===== config.mk =====
export PLATFORM = sky130hd
export DESIGN_NAME = rx_err_fifo
export DESIGN_NICKNAME = d
export VERILOG_FILES = /design/src/rtl/rxq_pkg.sv /design/src/rtl/rxq_store.sv /design/src/rtl/rxq_ctrl.sv /design/src/rtl/rx_err_fifo.sv
export SDC_FILE = /design/constraint.sdc
export NUM_CORES = 1
export LEC_CHECK = 0
export BUFFER_PORTS_ARGS = -buffer_cell sky130_fd_sc_hd__buf_2
export CORE_AREA = 2 2 346 348
export DETAILED_ROUTE_END_ITERATION = 8
export DIE_AREA = 0 0 348 350
export PLACE_DENSITY_LB_ADDON = 0.12
export SLEW_MARGIN = 0
export SYNTH_ARGS = -nofsm -noshare
export SYNTH_HDL_FRONTEND = slang
export SYNTH_HIERARCHICAL = 1
export SYNTH_SLANG_ARGS = --single-unit

===== constraint.sdc =====
create_clock -name clk -period 4.9 [get_ports clk]
set_input_delay 0.98 -clock clk [delete_from_list [all_inputs] [get_ports clk]]
set_output_delay 0.98 -clock clk [all_outputs]
set_load 0.02 [all_outputs]

===== src/rtl/rxq_pkg.sv =====
package rxq_pkg;

  localparam int DATA_W = 8;

  // One stored character with its error tags
  typedef struct packed {
    logic              brk;
    logic              frm;
    logic              par;
    logic [DATA_W-1:0] data;
  } rxEntry_t;

  // Strobes from the control to the storage
  typedef struct packed {
    logic doWrite;
    logic doPop;
    logic doClear;
    logic headValid;
  } rxStrobe_t;

endpackage


===== src/rtl/rxq_store.sv =====
module rxq_store
  import rxq_pkg::*;
#(
  parameter int DEPTH = 64
) (
  input  logic              clk,
  input  logic              rstN,
  input  rxStrobe_t         strb,
  input  rxEntry_t          wrEntry,
  output rxEntry_t          headEntry,
  output logic [DATA_W-1:0] rdData
);

  localparam int AW = $clog2(DEPTH);

  rxEntry_t        mem [DEPTH];
  logic [AW-1:0]   headPtr;
  logic [AW-1:0]   tailPtr;

  // Storage array holds no reset; validity is tracked by the control level
  always_ff @(posedge clk) begin
    if (strb.doWrite) begin
      mem[tailPtr] <= wrEntry;
    end
  end

  always_ff @(posedge clk or negedge rstN) begin
    if (!rstN) begin
      headPtr <= '0;
      tailPtr <= '0;
      rdData  <= '0;
    end else if (strb.doClear) begin
      headPtr <= '0;
      tailPtr <= '0;
    end else begin
      if (strb.doWrite) begin
        tailPtr <= (tailPtr == AW'(DEPTH-1)) ? '0 : tailPtr + 1'b1;
      end
      if (strb.doPop) begin
        rdData  <= mem[headPtr].data;
        headPtr <= (headPtr == AW'(DEPTH-1)) ? '0 : headPtr + 1'b1;
      end
    end
  end

  // Head view is masked while nothing is held
  always_comb begin
    headEntry = '0;
    if (strb.headValid) begin
      headEntry = mem[headPtr];
    end
  end

  // the control never clears and stores in the same cycle
  p_clear_excl_r10: assert property (@(posedge clk) disable iff (!rstN)
    strb.doClear |-> !strb.doWrite && !strb.doPop);

  // a pop is only issued against a held character
  p_pop_valid_r9: assert property (@(posedge clk) disable iff (!rstN)
    strb.doPop |-> strb.headValid);

  // rdData moves only on an accepted pop
  p_rddata_hold_r11: assert property (@(posedge clk) disable iff (!rstN)
    !strb.doPop |=> $stable(rdData));

endmodule


===== src/rtl/rxq_ctrl.sv =====
module rxq_ctrl
  import rxq_pkg::*;
#(
  parameter int DEPTH  = 64,
  parameter int SEL_W  = 2,
  parameter int PROG_W = 4,
  parameter int PROG_STEP = 4,
  parameter int FLUSH_CYC = 2
) (
  input  logic              clk,
  input  logic              rstN,
  input  logic              fifoEn,
  input  logic [SEL_W-1:0]  trigSel,
  input  logic [PROG_W-1:0] trigProg,
  input  logic              wrValid,
  input  logic              popReq,
  input  logic              statusRd,
  input  logic              flushReq,
  output rxStrobe_t         strb,
  output logic [$clog2(DEPTH+1)-1:0] level,
  output logic              irq,
  output logic              overrun,
  output logic              flushBusy
);

  localparam int LW = $clog2(DEPTH+1);
  localparam int FW = $clog2(FLUSH_CYC+1);
  localparam logic [LW-1:0] FULL_DEEP = LW'(DEPTH);
  localparam logic [LW-1:0] FULL_ONE  = LW'(1);

  logic [FW-1:0] flushCnt;
  logic [LW-1:0] capacity;
  logic [LW-1:0] threshold;
  logic [LW-1:0] selThr;
  logic          blocked;
  logic          isFull;
  logic          isEmpty;
  logic          acceptPop;
  logic          acceptWrite;
  logic          dropWrite;

  assign blocked   = flushReq || flushBusy;
  assign capacity  = fifoEn ? FULL_DEEP : FULL_ONE;
  assign isFull    = (level >= capacity);
  assign isEmpty   = (level == '0);

  assign acceptPop   = popReq && !isEmpty && !blocked;
  assign acceptWrite = wrValid && !isFull && !blocked;
  assign dropWrite   = wrValid && isFull && !blocked;

  // Fixed threshold set: two low marks, two marks near the top
  always_comb begin
    unique case (trigSel)
      2'd0:    selThr = LW'(8);
      2'd1:    selThr = LW'(16);
      2'd2:    selThr = LW'(DEPTH-8);
      default: selThr = LW'(DEPTH-4);
    endcase
  end

  always_comb begin
    if (!fifoEn) begin
      threshold = LW'(1);
    end else if (trigProg != '0) begin
      threshold = LW'(trigProg) * LW'(PROG_STEP);
    end else begin
      threshold = selThr;
    end
  end

  assign irq = (level >= threshold);

  always_comb begin
    strb.doWrite   = acceptWrite;
    strb.doPop     = acceptPop;
    strb.doClear   = flushReq && !flushBusy;
    strb.headValid = !isEmpty;
  end

  always_ff @(posedge clk or negedge rstN) begin
    if (!rstN) begin
      level <= '0;
    end else if (strb.doClear) begin
      level <= '0;
    end else begin
      case ({acceptWrite, acceptPop})
        2'b10:   level <= level + 1'b1;
        2'b01:   level <= level - 1'b1;
        default: level <= level;
      endcase
    end
  end

  always_ff @(posedge clk or negedge rstN) begin
    if (!rstN) begin
      flushCnt  <= '0;
      flushBusy <= 1'b0;
    end else if (flushReq && !flushBusy) begin
      flushCnt  <= FW'(FLUSH_CYC - 1);
      flushBusy <= 1'b1;
    end else if (flushBusy) begin
      if (flushCnt == '0) begin
        flushBusy <= 1'b0;
      end else begin
        flushCnt <= flushCnt - 1'b1;
      end
    end
  end

  // Sticky overrun: a drop in the same cycle as a status read wins
  always_ff @(posedge clk or negedge rstN) begin
    if (!rstN) begin
      overrun <= 1'b0;
    end else if (dropWrite) begin
      overrun <= 1'b1;
    end else if (statusRd) begin
      overrun <= 1'b0;
    end
  end

  p_level_cap_r3: assert property (@(posedge clk) disable iff (!rstN)
    level <= FULL_DEEP);

  p_irq_empty_r7: assert property (@(posedge clk) disable iff (!rstN)
    isEmpty |-> !irq);

  p_overrun_sticky_r8: assert property (@(posedge clk) disable iff (!rstN)
    overrun && !statusRd |=> overrun);

  p_empty_pop_r9: assert property (@(posedge clk) disable iff (!rstN)
    popReq && isEmpty && !wrValid |=> isEmpty);

  p_flush_start_r10: assert property (@(posedge clk) disable iff (!rstN)
    flushReq && !flushBusy |=> flushBusy && isEmpty);

endmodule


===== src/rtl/rx_err_fifo.sv =====
module rx_err_fifo
  import rxq_pkg::*;
#(
  parameter int DEPTH = 64
) (
  input  logic       clk,
  input  logic       rstN,
  input  logic       fifoEn,
  input  logic [1:0] trigSel,
  input  logic [3:0] trigProg,
  input  logic       wrValid,
  input  logic [7:0] wrData,
  input  logic       wrBreak,
  input  logic       wrFrame,
  input  logic       wrParity,
  input  logic       popReq,
  output logic [7:0] rdData,
  output logic       headBreak,
  output logic       headFrame,
  output logic       headParity,
  output logic [6:0] level,
  output logic       irq,
  input  logic       statusRd,
  output logic       overrun,
  input  logic       flushReq,
  output logic       flushBusy
);

  rxStrobe_t strb;
  rxEntry_t  wrEntry;
  rxEntry_t  headEntry;

  always_comb begin
    wrEntry.brk  = wrBreak;
    wrEntry.frm  = wrFrame;
    wrEntry.par  = wrParity;
    wrEntry.data = wrData;
  end

  rxq_ctrl #(
    .DEPTH(DEPTH), .SEL_W(2), .PROG_W(4), .PROG_STEP(4), .FLUSH_CYC(2)
  ) u_ctrl (
    .clk(clk), .rstN(rstN), .fifoEn(fifoEn), .trigSel(trigSel),
    .trigProg(trigProg), .wrValid(wrValid), .popReq(popReq),
    .statusRd(statusRd), .flushReq(flushReq), .strb(strb),
    .level(level), .irq(irq), .overrun(overrun), .flushBusy(flushBusy)
  );

  rxq_store #(.DEPTH(DEPTH)) u_store (
    .clk(clk), .rstN(rstN), .strb(strb), .wrEntry(wrEntry),
    .headEntry(headEntry), .rdData(rdData)
  );

  assign headBreak  = headEntry.brk;
  assign headFrame  = headEntry.frm;
  assign headParity = headEntry.par;

  // an empty queue shows no error tags
  p_head_clean_r2: assert property (@(posedge clk) disable iff (!rstN)
    level == '0 |-> !(headBreak || headFrame || headParity));

endmodule


## After elaboration in Yosys (flattened, before gate mapping)

Memory sizes are Yosys's and may differ from the RTL's.
Index checks and enable logic that the tools add are counted.

| storage, ports and cells | value |
|---|---|
| bits of input ports | 24 |
| logic and storage cells | 69 |
| bits in writable memories | 704 |
| register bits | 31 |
| output and inout port bits | 21 |
| memories kept | 1 |

| cells by class | value |
|---|---|
| $add $sub $neg | 5 |
| reductions and logical operators | 23 |
| equality and inequality tests | 7 |
| mux-type cells | 23 |
| bitwise gates (word level) | 1 |
| $lt $le $gt $ge | 2 |

Memory list:

| memory | depth | bits a word | rd ports | clocked after Yosys merged registers in | wr ports | RTL line | source |
|---|---|---|---|---|---|---|---|
| u_store.mem | 64 | 11 | 1 | 0 | 1 | rxq_store.sv:16 | `rxEntry_t mem [DEPTH];` |

Operators by type and width:

| kind | count |
|---|---|
| $mux W6 | 6 |
| $mux W7 | 4 |
| $pmux W6 S3 | 1 |
| $ge A7 B7 Y1 | 2 |
| $pmux W7 S2 | 1 |
| $add A6 B1 Y6 const B | 2 |
| $eq A6 B6 Y1 const B | 2 |
| $mux W11 | 1 |
| $reduce_bool A2 Y1 | 4 |
| $add A7 B1 Y7 const B | 1 |
| $logic_and A1 B1 Y1 | 7 |
| $logic_not A7 Y1 | 1 |
| $mux W1 | 7 |
| $sub A7 B1 Y7 const B | 1 |
| $mux W2 | 3 |
| $eq A2 B1 Y1 const B | 2 |
| $eq A2 B2 Y1 const B | 2 |
| $logic_not A1 Y1 | 4 |
| $logic_not A2 Y1 | 2 |
| $reduce_and A2 Y1 | 2 |
| $reduce_bool A4 Y1 | 1 |
| $reduce_bool A3 Y1 | 1 |
| $ne A2 B2 Y1 const B | 1 |
| $sub A2 B1 Y2 const B | 1 |
| 2 further kinds | 2 |

## Logic depth before layout (Yosys ltp)

| depth | value |
|---|---|
| word-level depth | 8 |
| depth in mapped cells | 13 |
| depth with buffers taken out | 12 |

## By module

The synthesis kept the hierarchy.

Modules (own cells, without submodules):

| module | cells an instance | seq. area each (sq um) | instances | area each (sq um) |
|---|---|---|---|---|
| rxq_store | 1391 | 21640.8 | 1 | 28323.4 |
| rxq_ctrl | 109 | 275.3 | 1 | 1014.7 |

## Worst setup path after synthesis

Ideal clock, no wire load.

| timing path | value |
|---|---|
| kind | input to register |
| start point | input fifoEn |
| end point | memory u_store/mem[55][0] (netlist bit) (enable) |
| buffers on the path | 3 |
| required time | 4.504 ns |
| stages | 11 |
| library setup time | 0.396 ns |
| slack | 0.536 ns |
| arrival | 3.969 ns |
| cells stage by stage | inv_1 > ha_1 > or4b_1 > o22ai_2 > and3_1 > buf_2 > buf_4 > clkbuf_1 > and3_1 > nand3_1 > nor3b_1 |

| between the ends | value |
|---|---|
| word-level cells in the longest chain between the ends | 7 |

RTL lines:

| what | RTL line | source |
|---|---|---|
| from (decl) | rx_err_fifo.sv:8 | `input logic fifoEn,` |
| $mux W7 | rxq_ctrl.sv:43 | `assign capacity = fifoEn ? FULL_DEEP : FULL_ONE;` |
| $ge A7 B7 Y1 | rxq_ctrl.sv:44 | `assign isFull = (level >= capacity);` |
| $logic_not A1 Y1 | rxq_ctrl.sv:48 | `assign acceptWrite = wrValid && !isFull && !blocked;` |
| $logic_and A1 B1 Y1 (2 in a row) | rxq_ctrl.sv:48 |  |
| named net u_ctrl.acceptWrite | rxq_ctrl.sv:39 | `logic acceptWrite;` |
| $mux W1 | rxq_store.sv:22 | `if (strb.doWrite) begin` |
| $mux W1 (implied by the code) | rxq_store.sv:23 | `mem[tailPtr] <= wrEntry;` |
| to (decl) | rxq_store.sv:16 |  |

The timed path passes the listed nets, and every way through them passes these cells.

## Final worst setup path

| timing path | value |
|---|---|
| start point | register u_ctrl.level[3] |
| end point | output headParity |

| between the ends | value |
|---|---|
| word-level cells in the longest chain between the ends | 2 |

RTL lines:

| what | RTL line | source |
|---|---|---|
| from (decl) | rxq_ctrl.sv:20 | `output logic [$clog2(DEPTH+1)-1:0] level,` |
| from (signal assigned) | rxq_ctrl.sv:87 | `2'b10: level <= level + 1'b1;` |
| from (signal assigned) | rxq_ctrl.sv:88 | `2'b01: level <= level - 1'b1;` |
| from (signal assigned) | rxq_ctrl.sv:89 | `default: level <= level;` |
| $logic_not A7 Y1 | rxq_ctrl.sv:45 | `assign isEmpty = (level == '0);` |
| $mux W11 | rxq_store.sv:49 | `if (strb.headValid) begin` |
| to (decl) | rx_err_fifo.sv:20 | `output logic headParity,` |

Every way passes these cells.

==> metrics <==
Period Utilization, post-route=0.961; Layout Area Growth over Synthesis=18.8%; half-perimeter wire length after detailed placement=53800 µm; final number of setup-violating endpoints=0; crit path to=headParity; Met3 Routed Length=3360 µm; number of instances in the synthesized netlist=1492; core utilization of the finished layout=0.295; post-CTS setup-driven buffer insertion count=6; Port-buffer cells=44; last weighted congestion value of the routability-driven placer=0.792; vertical extent of the die=350 µm; number of optimization iterations in the first detailed-route pass=5; startpoint kind of the worst setup timing path=register; total nets after synthesis=1531; mean instance size in the synthesized netlist=19.6 µm²; top fanout value on the critical path=5; GRT Total Usage=0.138; Hold Violations, Final=0; critical register-to-register path endpoint=u_store/mem[9][4]; count of hold buffers inserted by post-cts repair=0; net total in the final layout=1707; cell area after synthesis=0.0293 mm²; Power Dens Cells=444 mW/mm²; slew at the pin closest to its max-slew limit=0.950 ns; initial standard-cell utilization of the core=0.249; final-layout setup total negative slack=0 ns; clk_skew=0.0224 ns; number of cells in the design after placement=3110; routed vias=15000; WP buf/inv=1; Vias/cell=4.57; data arrival time of the critical path=3.73 ns; number of max-slew violations in the final report=0; Die X-Extent=348 µm; CP Depth=6; delay of the slowest cell on the worst path=0.72 ns; final std cells w/o fill=3274; DRC marker count from the first detailed-route iteration=1320; Max-slew headroom=0.367; average wire length per cell after detail routing=25.6 µm; synthesis warning total=6; buffer levels on the longest clock path=3; Crit Reg-Reg Startpoint=u_ctrl/level[0]; fraction of final layout cells with drive strength greater than 1=0.290; Core ar.=0.118 mm²; total clock sinks=735; Total Routed Length=83700 µm; clk root buf=sky130_fd_sc_hd__clkbuf_16; met1 wire length=39300 µm; number of global-route vias before repair=15600; total number of placement rows=126; # resized after CTS=0; first-pass GRT wire length=120000 µm; family with the most delay on the worst path=simple AND/OR/NAND/NOR gates; clock slew at reported path FFs=0.06 ns; Max H-tree Level=3; initial antenna violation count=0; type of destination of the critical path=output port; max-cap violations=0; required arrival time at the worst endpoint=3.92 ns; startpoint of the most critical setup path=u_ctrl/level[3]; final standard cell area without fillers=0.0348 mm²; total placed instance area=0.0320 mm²; R2R setup slack=1.10 ns; area enclosed by the die boundary=0.122 mm²; top-level port count=45; Filler cells=11500; path category of the worst min-delay check=in2async; Tmin final=4.71 ns; leakage power=0.0109 µW; setup repair after global routing missed its margin=no; series of cell instances along the critical path=or4_4 -> or4_1 -> and3_1 -> a22oi_1 -> nand2_1 -> buf_2; count of nets left with antenna violations after detail routing=0; WS Path Type=reg2out; latest clock arrival within the worst-skew pair=0.66 ns; Peak Freq=212 MHz; TritonCTS clock tree=built; Slowest-stage cell, CP=sky130_fd_sc_hd__or4_1; TritonCTS Buffers=86; residual DRC count=0; WL met2=39400 µm; largest vdd supply drop=250 µV; maximum number of pins on one net before global-route repair=65; outcome=finished, final reports clean; top routing layer in use=met4; grt total ovfl=0; FF-to-FF path depth=10
[power breakdown]
group,total (µW),internal [µW],switching [µW]
Combinational,2150,875,1270
Clock,6150,3570,2580
Sequential,7130,6960,168
Total,15400,11400,4020
[sequential cells by signal, summed over array words and instances, names as in the netlist]
signal / cells
u_ctrl/flushBusy: 1
u_ctrl/overrun: 1
u_store/tailPtr: 6
u_store/rdData: 8
u_store/mem: 704
u_ctrl/flushCnt: 2
u_ctrl/level: 7
u_store/headPtr: 6
[area by class of cell]
type	count	area [µm²]	area share
multi-input combinational	660	6910	0.199
sequential	735	21900	0.630
timing repair buffer	172	1280	0.0367
clock buffer	111	2290	0.0658
inverter	13	48.8	0.00140
antenna	1	2.50	0.0000719
tap	1536	1920	0.0553
clock inverter	46	409	0.0118
[routing by layer]
metal	vias to the layer above	track usage
li1	6501	-
met1	8054	0.195
met2	330	0.221
met3	80	0.0217
met4	0	0.0390
met5	-	0
[how the worst min path moves through the flow]
stage	start	end	slack (ns)	depth (start not counted)
floorplan	u_ctrl/flushCnt[1]	u_ctrl/flushCnt[1]	0.48	2
global placement	u_ctrl/flushCnt[1]	u_ctrl/flushCnt[1]	0.50	2
detailed placement	u_ctrl/flushCnt[1]	u_ctrl/flushCnt[1]	0.50	2
CTS	rstN	u_ctrl/level[0]	0.42	1
global route	rstN	u_ctrl/level[0]	0.47	1
finish	rstN	u_ctrl/level[0]	0.43	1
[cells in the final DEF (no fill, tap or decap), types with 14 or more instances in the layout]
cell type and instances:
sky130_fd_sc_hd__buf_4 121, sky130_fd_sc_hd__clkbuf_1 22, sky130_fd_sc_hd__mux2i_1 62, sky130_fd_sc_hd__a22oi_1 24
sky130_fd_sc_hd__nand2_1 46, sky130_fd_sc_hd__o22ai_1 34, sky130_fd_sc_hd__buf_2 44, sky130_fd_sc_hd__mux4_2 140
sky130_fd_sc_hd__clkinv_1 18, sky130_fd_sc_hd__nor2_1 86, sky130_fd_sc_hd__a21oi_1 16, sky130_fd_sc_hd__clkbuf_16 87
sky130_fd_sc_hd__mux2_2 59, sky130_fd_sc_hd__dfrtp_1 27, sky130_fd_sc_hd__nand3_1 17, sky130_fd_sc_hd__edfxtp_1 704
sky130_fd_sc_hd__ha_1 14
[per-stage QoR]
step	worst slack [ns]	hold WS (ns)	power, µW
2_1_floorplan	0.536	0.475	8500
3_3_place_gp	0.535	0.499	9400
3_5_place_dp	0.549	0.505	9400
4_1_cts	0.193	0.423	15700
5_1_grt	0.171	0.466	16100
6_report	0.193	0.430	15400
[worst reg2reg max path, stage by stage, from the launching register on]
cell and delay [ns]:
sky130_fd_sc_hd__dfrtp_1 0.48, sky130_fd_sc_hd__inv_1 0.16, sky130_fd_sc_hd__ha_1 0.31, sky130_fd_sc_hd__or4b_1 0.54, sky130_fd_sc_hd__o22ai_2 0.25, sky130_fd_sc_hd__and3_1 0.38
sky130_fd_sc_hd__nor2b_1 0.46, sky130_fd_sc_hd__nand2_1 0.15, sky130_fd_sc_hd__buf_4 0.19, sky130_fd_sc_hd__nor2_1 0.36, sky130_fd_sc_hd__buf_4 0.23
(Power assumes the default switching activity.)
